**src/rtl/rxo_pkg.sv**
```systemverilog
// Package rxo_pkg
// Shared types for the oversampling serial receiver.
// Assumes the status vector layout is fixed: ready, overrun, parity, framing, break.
package rxo_pkg;

    typedef enum logic [1:0] {
        PH_DATA = 2'd0,
        PH_PAR  = 2'd1,
        PH_STOP = 2'd2
    } rx_phase_e;

    localparam int ST_READY = 0;
    localparam int ST_OVR   = 1;
    localparam int ST_PERR  = 2;
    localparam int ST_FERR  = 3;
    localparam int ST_BRK   = 4;
    localparam int ST_W     = 5;

endpackage

```
**src/rtl/rxo_bit_timer.sv**
```systemverilog
// Module rxo_bit_timer
// Detects the start edge on the serial line and produces a one-cycle sample
// strobe at each bit centre: OSR + OSR/2 ticks after arming, then every OSR ticks.
// Assumes rxd is already synchronised and frame_done only arrives with samp.
module rxo_bit_timer #(
    parameter int OSR = 16
) (
    input  logic clk,
    input  logic rst_n,
    input  logic tick,
    input  logic rxd,
    input  logic frame_done,
    output logic samp,
    output logic busy
);
    localparam int FIRST = OSR + OSR / 2;
    localparam int CW    = $clog2(FIRST + 1);

    logic          prev_q;
    logic [CW-1:0] cnt_q;

    assign samp = tick && busy && (cnt_q == '0);

    // Line level seen at the previous tick, for edge detection.
    always_ff @(posedge clk) begin
        if (!rst_n)    prev_q <= 1'b1;
        else if (tick) prev_q <= rxd;
    end

    // Arm on a high-to-low edge and count ticks down to each sample point.
    always_ff @(posedge clk) begin
        if (!rst_n) begin
            busy  <= 1'b0;
            cnt_q <= '0;
        end else if (frame_done) begin
            busy  <= 1'b0;
        end else if (tick) begin
            if (!busy) begin
                if (prev_q && !rxd) begin
                    busy  <= 1'b1;
                    cnt_q <= CW'(FIRST - 1);
                end
            end else if (cnt_q == '0) begin
                cnt_q <= CW'(OSR - 1);
            end else begin
                cnt_q <= cnt_q - 1'b1;
            end
        end
    end

    // Checker state: ticks elapsed since arming or since the last sample.
    logic [CW-1:0] chk_ticks;
    logic          chk_first;
    always_ff @(posedge clk) begin
        if (!rst_n) begin
            chk_ticks <= '0;
            chk_first <= 1'b0;
        end else if (tick) begin
            if (!busy) begin
                chk_ticks <= '0;
                chk_first <= 1'b1;
            end else if (samp) begin
                chk_ticks <= '0;
                chk_first <= 1'b0;
            end else begin
                chk_ticks <= chk_ticks + 1'b1;
            end
        end
    end

    a_r2_first_sample: assert property (@(posedge clk) disable iff (!rst_n)
        (samp && chk_first) |-> (chk_ticks == CW'(FIRST - 1)));
    a_r3_bit_step: assert property (@(posedge clk) disable iff (!rst_n)
        (samp && !chk_first) |-> (chk_ticks == CW'(OSR - 1)));
    a_r2_arm_on_low: assert property (@(posedge clk) disable iff (!rst_n)
        $rose(busy) |-> $past(!rxd));

endmodule

```
**src/rtl/rxo_frame_asm.sv**
```systemverilog
// Module rxo_frame_asm
// Walks the data, parity and stop phases on each sample strobe, shifts
// data in LSB first and reports the character plus parity, framing and break
// results in the cycle of the stop sample. Assumes configuration is stable during a frame.
module rxo_frame_asm
    import rxo_pkg::*;
#(
    parameter int DATA_W = 8
) (
    input  logic              clk,
    input  logic              rst_n,
    input  logic              samp,
    input  logic              sval,
    input  logic [1:0]        cfg_wlen,
    input  logic              cfg_par_en,
    input  logic              cfg_par_even,
    input  logic              cfg_par_stick,
    output logic              done,
    output logic [DATA_W-1:0] chr,
    output logic              perr,
    output logic              ferr,
    output logic              brk
);
    localparam int MIN_W = DATA_W - 3;
    localparam int IW    = $clog2(DATA_W + 1);

    rx_phase_e         phase_q;
    logic [IW-1:0]     idx_q;
    logic [DATA_W-1:0] shreg_q;
    logic              par_acc_q;
    logic              par_bit_q;
    logic              any_hi_q;
    logic [IW-1:0]     nbits;

    assign nbits = IW'(MIN_W) + IW'(cfg_wlen);

    // Completion strobe and result decode at the first stop sample.
    always_comb begin
        done = samp && (phase_q == PH_STOP);
        chr  = shreg_q >> (IW'(DATA_W) - nbits);
        ferr = !sval;
        brk  = !(any_hi_q || sval);
        if (!cfg_par_en)        perr = 1'b0;
        else if (cfg_par_stick) perr = (par_bit_q == cfg_par_even);
        else                    perr = ((par_acc_q ^ par_bit_q) == cfg_par_even);
    end

    // Phase sequencing and accumulation of the sampled bits.
    always_ff @(posedge clk) begin
        if (!rst_n) begin
            phase_q   <= PH_DATA;
            idx_q     <= '0;
            shreg_q   <= '0;
            par_acc_q <= 1'b0;
            par_bit_q <= 1'b0;
            any_hi_q  <= 1'b0;
        end else if (samp) begin
            unique case (phase_q)
                PH_DATA: begin
                    shreg_q   <= {sval, shreg_q[DATA_W-1:1]};
                    par_acc_q <= par_acc_q ^ sval;
                    any_hi_q  <= any_hi_q | sval;
                    if (idx_q == nbits - 1'b1) begin
                        idx_q   <= '0;
                        phase_q <= cfg_par_en ? PH_PAR : PH_STOP;
                    end else begin
                        idx_q <= idx_q + 1'b1;
                    end
                end
                PH_PAR: begin
                    par_bit_q <= sval;
                    any_hi_q  <= any_hi_q | sval;
                    phase_q   <= PH_STOP;
                end
                default: begin
                    phase_q   <= PH_DATA;
                    idx_q     <= '0;
                    par_acc_q <= 1'b0;
                    par_bit_q <= 1'b0;
                    any_hi_q  <= 1'b0;
                end
            endcase
        end
    end

    a_r5_no_parity_phase: assert property (@(posedge clk) disable iff (!rst_n)
        !cfg_par_en |-> (phase_q != PH_PAR));
    a_r7_break_is_framing: assert property (@(posedge clk) disable iff (!rst_n)
        (done && brk) |-> ferr);
    a_r3_idx_in_range: assert property (@(posedge clk) disable iff (!rst_n)
        (phase_q == PH_DATA) |-> (idx_q < nbits));

endmodule

```
**src/rtl/rxo_status_regs.sv**
```systemverilog
// Module rxo_status_regs
// Holds the received character and the five status flags. A character is
// accepted unless the buffer is still full, in which case overrun is raised.
// Assumes done is a single-cycle strobe from the frame assembler.
module rxo_status_regs
    import rxo_pkg::*;
#(
    parameter int DATA_W = 8
) (
    input  logic              clk,
    input  logic              rst_n,
    input  logic              done,
    input  logic [DATA_W-1:0] chr,
    input  logic              perr,
    input  logic              ferr,
    input  logic              brk,
    input  logic              rd_buf,
    input  logic              rd_stat,
    output logic [DATA_W-1:0] buf_q,
    output logic [ST_W-1:0]   stat
);
    logic       ready_q;
    logic       ovr_q;
    logic [2:0] err_q;
    logic       accept;

    assign accept = done && (!ready_q || rd_buf);
    assign stat   = {err_q[2], err_q[1], err_q[0], ovr_q, ready_q};

    // Buffer load and data-ready tracking.
    always_ff @(posedge clk) begin
        if (!rst_n) begin
            buf_q   <= '0;
            ready_q <= 1'b0;
        end else if (accept) begin
            buf_q   <= chr;
            ready_q <= 1'b1;
        end else if (rd_buf) begin
            ready_q <= 1'b0;
        end
    end

    // Sticky error flags, cleared by a status read; a new set wins.
    always_ff @(posedge clk) begin
        if (!rst_n) begin
            ovr_q <= 1'b0;
            err_q <= '0;
        end else begin
            ovr_q <= (done && !accept) || (ovr_q && !rd_stat);
            err_q <= (rd_stat ? 3'b000 : err_q) | (accept ? {brk, ferr, perr} : 3'b000);
        end
    end

    a_r9_keep_old: assert property (@(posedge clk) disable iff (!rst_n)
        (done && stat[ST_READY] && !rd_buf) |=> (stat[ST_OVR] && $stable(buf_q)));
    a_r8_read_clears: assert property (@(posedge clk) disable iff (!rst_n)
        (rd_buf && !done) |=> !stat[ST_READY]);
    a_r8_load_sets: assert property (@(posedge clk) disable iff (!rst_n)
        done |=> stat[ST_READY]);
    a_r10_stat_clear: assert property (@(posedge clk) disable iff (!rst_n)
        (rd_stat && !done) |=> (stat[ST_BRK:ST_OVR] == 4'b0000));

endmodule

```
**src/rtl/osr_serial_rx.sv**
```systemverilog
// Module osr_serial_rx
// Top of the oversampling serial receiver: bit timer, frame assembler and
// status registers. Assumes rxd is synchronised to clk and tick_x16 is a
// single-cycle enable at sixteen times the bit rate.
module osr_serial_rx
    import rxo_pkg::*;
#(
    parameter int DATA_W = 8,
    parameter int OSR    = 16
) (
    input  logic              clk,
    input  logic              rst_n,
    input  logic              tick_x16,
    input  logic              rxd,
    input  logic [1:0]        cfg_wlen,
    input  logic              cfg_par_en,
    input  logic              cfg_par_even,
    input  logic              cfg_par_stick,
    input  logic              rd_buf,
    input  logic              rd_stat,
    output logic [DATA_W-1:0] rx_buf,
    output logic [ST_W-1:0]   stat
);
    logic              samp;
    logic              busy;
    logic              done;
    logic [DATA_W-1:0] chr;
    logic              perr;
    logic              ferr;
    logic              brk;

    rxo_bit_timer #(.OSR(OSR)) u_timer (
        .clk        (clk),
        .rst_n      (rst_n),
        .tick       (tick_x16),
        .rxd        (rxd),
        .frame_done (done),
        .samp       (samp),
        .busy       (busy)
    );

    rxo_frame_asm #(.DATA_W(DATA_W)) u_frame (
        .clk           (clk),
        .rst_n         (rst_n),
        .samp          (samp),
        .sval          (rxd),
        .cfg_wlen      (cfg_wlen),
        .cfg_par_en    (cfg_par_en),
        .cfg_par_even  (cfg_par_even),
        .cfg_par_stick (cfg_par_stick),
        .done          (done),
        .chr           (chr),
        .perr          (perr),
        .ferr          (ferr),
        .brk           (brk)
    );

    rxo_status_regs #(.DATA_W(DATA_W)) u_stat (
        .clk     (clk),
        .rst_n   (rst_n),
        .done    (done),
        .chr     (chr),
        .perr    (perr),
        .ferr    (ferr),
        .brk     (brk),
        .rd_buf  (rd_buf),
        .rd_stat (rd_stat),
        .buf_q   (rx_buf),
        .stat    (stat)
    );

    a_r8_done_only_when_busy: assert property (@(posedge clk) disable iff (!rst_n)
        done |-> busy);

endmodule

```
**config.mk**
```make
export PLATFORM = sky130hd
export DESIGN_NAME = osr_serial_rx
export DESIGN_NICKNAME = d
export VERILOG_FILES = /design/src/rtl/rxo_pkg.sv /design/src/rtl/rxo_bit_timer.sv /design/src/rtl/rxo_frame_asm.sv /design/src/rtl/rxo_status_regs.sv /design/src/rtl/osr_serial_rx.sv
export SDC_FILE = /design/constraint.sdc
export NUM_CORES = 1
export LEC_CHECK = 0
export BUFFER_PORTS_ARGS = -buffer_cell sky130_fd_sc_hd__clkbuf_2
export CORE_MARGIN = 2
export CORE_UTILIZATION = 40
export CTS_CLUSTER_DIAMETER = 60
export CTS_CLUSTER_SIZE = 24
export DETAILED_ROUTE_END_ITERATION = 12
export GPL_TIMING_DRIVEN = 0
export PLACE_DENSITY = 0.56
export SETUP_SLACK_MARGIN = 0.1
export SYNTH_ARGS = -nofsm -noshare
export SYNTH_HDL_FRONTEND = slang
export SYNTH_SLANG_ARGS = --single-unit
```
**constraint.sdc**
```tcl
create_clock -name clk -period 2.5 [get_ports clk]
set_clock_uncertainty 0.15 [all_clocks]
set_input_delay 0.125 -clock clk [delete_from_list [all_inputs] [get_ports clk]]
set_output_delay 0.125 -clock clk [all_outputs]
set_load 0.05 [all_outputs]
```
==> results.md <==
- Status: completed
- Largest net degree at the start of global routing: 11
- Layout overhead on the synthesized area: 19.3%
- Worst r2r src: u_timer.cnt_q[0]$_SDFFE_PN0P_
- Vias: 1536
- Primary FF master, synth: dfxtp_1
- Ant. Diodes: 0
- DR pass1 iterations: 4
- LEAKAGE: 0.803 nW
- First-pass GRT wire length: 6640 um
- Endpoint class of the critical path: flop
- Num CTS Buffers: 5
- Clock Pin Slew Worst Setup and Hold Paths: 80 ps
- Synth warn: 0
- Worst slew pin tran: 696 ps
- Ys async rst share: 0
- Util after Layout: 0.501
- Area of the mapped netlist: 0.00185 sq mm
- DRT iter0 DRCs: 50
- Die Height: 72.1 um
- Reg2reg path depth: 7
- Die Wd: 72.1 um
- WP buf/inv: 2
- Vias in the first global route: 1414
- Routed WL: 4050 um
- Critical Path End: u_frame.idx_q[1]$_SDFFE_PN0P_
- Synth Instances: 200
- Hold Crit Class: in2reg
- Placed wire-length estimate: 2840 um
- Mean number of vias per cell: 5.35
- Post-Layout Cell Count: 287
- H-tree lvl count: 2
- Fraction of layout cells with a size suffix above 1: 0.213
- Worst flop-to-flop path endpoint: u_frame.idx_q[1]$_SDFFE_PN0P_
- Seq/Total Area, Yosys: 0.399
- Fmax: 440 MHz
- Data required, critical path: 2520 ps
- Max FO, Critical Path: 10
- Final slew viol count: 0
- Crit path from: u_timer.cnt_q[0]$_SDFFE_PN0P_
- Gpl congestion: 0.756
- TritonCTS clock tree: done
- Drt wl/cell: 14.1 um
- Layout Nets: 251
- Final Hold Vio Count: 0
- Power per cell area: 525 mW/mm^2
- Critical path, cell by cell: inv_1 -> ha_2 -> or4b_4 -> buf_6 -> or3_1 -> o31ai_4 -> nor2_1
- Setup TNS Final: 0 ps
- Period utilisation layout: 0.909
- Antenna viol nets, final: 0
- Synth cell types: 47
- Worst path arrival time: 2300 ps
- Syn avg cell area: 9.27 sq um
- Setup CP Type: reg2reg
- Core area: 0.00441 sq mm
- Max-cap viol count: 0
- EDFF count, synth: 0
- CP delay by family, top: simple AND/OR/NAND/NOR gates
- Starting density of the core: 0.420
- Slowest CP cell: or4b_4
- Levels on crit path: 7
- Clk sink count: 37
- Worst R2R Setup Slack: 230 ps
- RSZ-0062 raised after global routing: no
- Max IR drop VDD: 286 uV
- DRC viols: 0
- Synthesized flop and latch total: 37
- Slew HR: 0.533
- Setup crit start kind: flop
- GR Overflow Total: 0
- Initial antenna violation count: 0
- Placed Cells: 275
- Min cycle time layout: 2270 ps
- Num ports: 24
- Row count: 24
- Clk buf depth: 2
- Clock Latency Late Sink: 290 ps
- Mapped Nets: 215
- CP peak stage delay: 490 ps
- Port Buffers: 23
- GRT Overall Usage: 0.165
- DIE AREA: 0.00520 sq mm
- Root Driver: clkbuf_8
- Final setup fails: 0
==> worst min path at each step <==
stage | start | endpoint | slack (ps) | cells after the start
2_1_floorplan | rst_n | u_timer.prev_q$_SDFFE_PN1P_ | 40 | 1
3_3_place_gp | rst_n | u_timer.prev_q$_SDFFE_PN1P_ | 210 | 2
3_5_place_dp | rst_n | u_timer.prev_q$_SDFFE_PN1P_ | 220 | 2
4_1_cts | rd_buf | u_stat.ready_q$_SDFFE_PN0P_ | 20 | 4
5_1_grt | rd_buf | u_stat.ready_q$_SDFFE_PN0P_ | 80 | 4
6_report | rd_buf | u_stat.ready_q$_SDFFE_PN0P_ | 20 | 4
==> power breakdown <==
part	leakage [nW]	switching, mW	total (mW)	internal (mW)
Sequential	0.299	0.0130	0.613	0.600
Combinational	0.464	0.0870	0.152	0.0653
Clock	0.0399	0.212	0.396	0.184
==> through the flow <==
| step | cell area [sq um] | hold WS, ps | setup WS, ps | power (mW) |
|---|---|---|---|---|
| finish | 2210 | 15.1 | 228 | 1.16 |
| floorplan | 1850 | 36.9 | 301 | 0.726 |
| global placement | 2030 | 208 | 48.2 | 0.765 |
| detailed placement | 2030 | 218 | 48.8 | 0.766 |
| global route | 2210 | 79.9 | 120 | 1.21 |
| CTS | 2180 | 16.2 | 147 | 1.17 |
==> cells in the mapped netlist (all sizes together), types with 3 or more instances <==
cell	instances	area (sq um)
nor4	4	40.0
or3	3	18.8
mux4	5	113
nor2b	6	37.5
xnor2	8	70.1
dfxtp	37	741
buf	4	31.3
o21ai	4	20.0
ha	4	50.1
nand3	9	45.0
nor2	23	86.3
clkbuf	7	26.3
a21oi	13	65.1
nand2	14	52.6
a31oi	4	25.0
nand4	3	18.8
inv	9	33.8
and2	4	25.0
mux2i	11	110
==> sequential cells by signal, indices dropped and copies added (netlist names) <==
signal,cells
u_timer.busy,1
u_frame.idx_q,4
u_timer.cnt_q,5
u_stat.ready_q,1
u_stat.err_q,3
u_timer.prev_q,1
u_frame.shreg_q,8
u_frame.any_hi_q,1
u_stat.buf_q,8
u_frame.phase_q,2
u_frame.par_bit_q,1
u_frame.par_acc_q,1
u_stat.ovr_q,1
==> final cells by class <==
type	instances	area, sq um
repair buffers	29	195
well taps	52	65.1
inverters	9	33.8
clock buffers	5	68.8
fillers	422	2200
clock inverters	1	5.00
plain buffers	11	57.6
flip-flops and latches	37	741
multi-input cells	143	1050
==> worst register-to-register path, stage by stage (launching register included) <==
cell and delay (ps):
dfxtp_1 340, inv_1 80, ha_2 220, or4b_4 490, buf_6 170, or3_1 350
o31ai_4 260, nor2_1 80
==> logic make-up after synthesis <==
kind of cell,synth area share
AO/OA/AOI/OAI,0.137
AND/OR/NAND/NOR,0.219
buffers and inverters,0.0493
XOR/XNOR,0.0425
multiplexers,0.126
adder cells (fa/ha/maj),0.0270
flip-flops,0.399
==> per-layer routing <==
metal | track usage | vias up | wire length [um]
li1 | - | 785 | -
met1 | 0.224 | 722 | 2130
met2 | 0.253 | 21 | 1710
met3 | 0.0389 | 8 | 136
met4 | 0.0692 | 0 | 69
met5 | 0 | - | 0
==> cells in the final DEF, fill, tap and decap left out, types with 5 or more instances in the layout <==
cell type	instances
xnor2_1	8
nand2_1	14
nand3_1	9
inv_1	9
mux2i_1	11
a21oi_1	13
nor2_1	23
clkbuf_2	23
mux4_2	5
dfxtp_1	37
clkbuf_1	7
clkbuf_8	5
nor2b_1	6
==> timing repair <==
action	4_1_cts	5_1_grt
pin swaps	1	1
endpoints found under the hold margin	6	0
hold buffers	4	0
resized for setup	2	2
setup endpoints to repair	19	19
buffers inserted	1	1
Power figures use the tool's default switching activity.
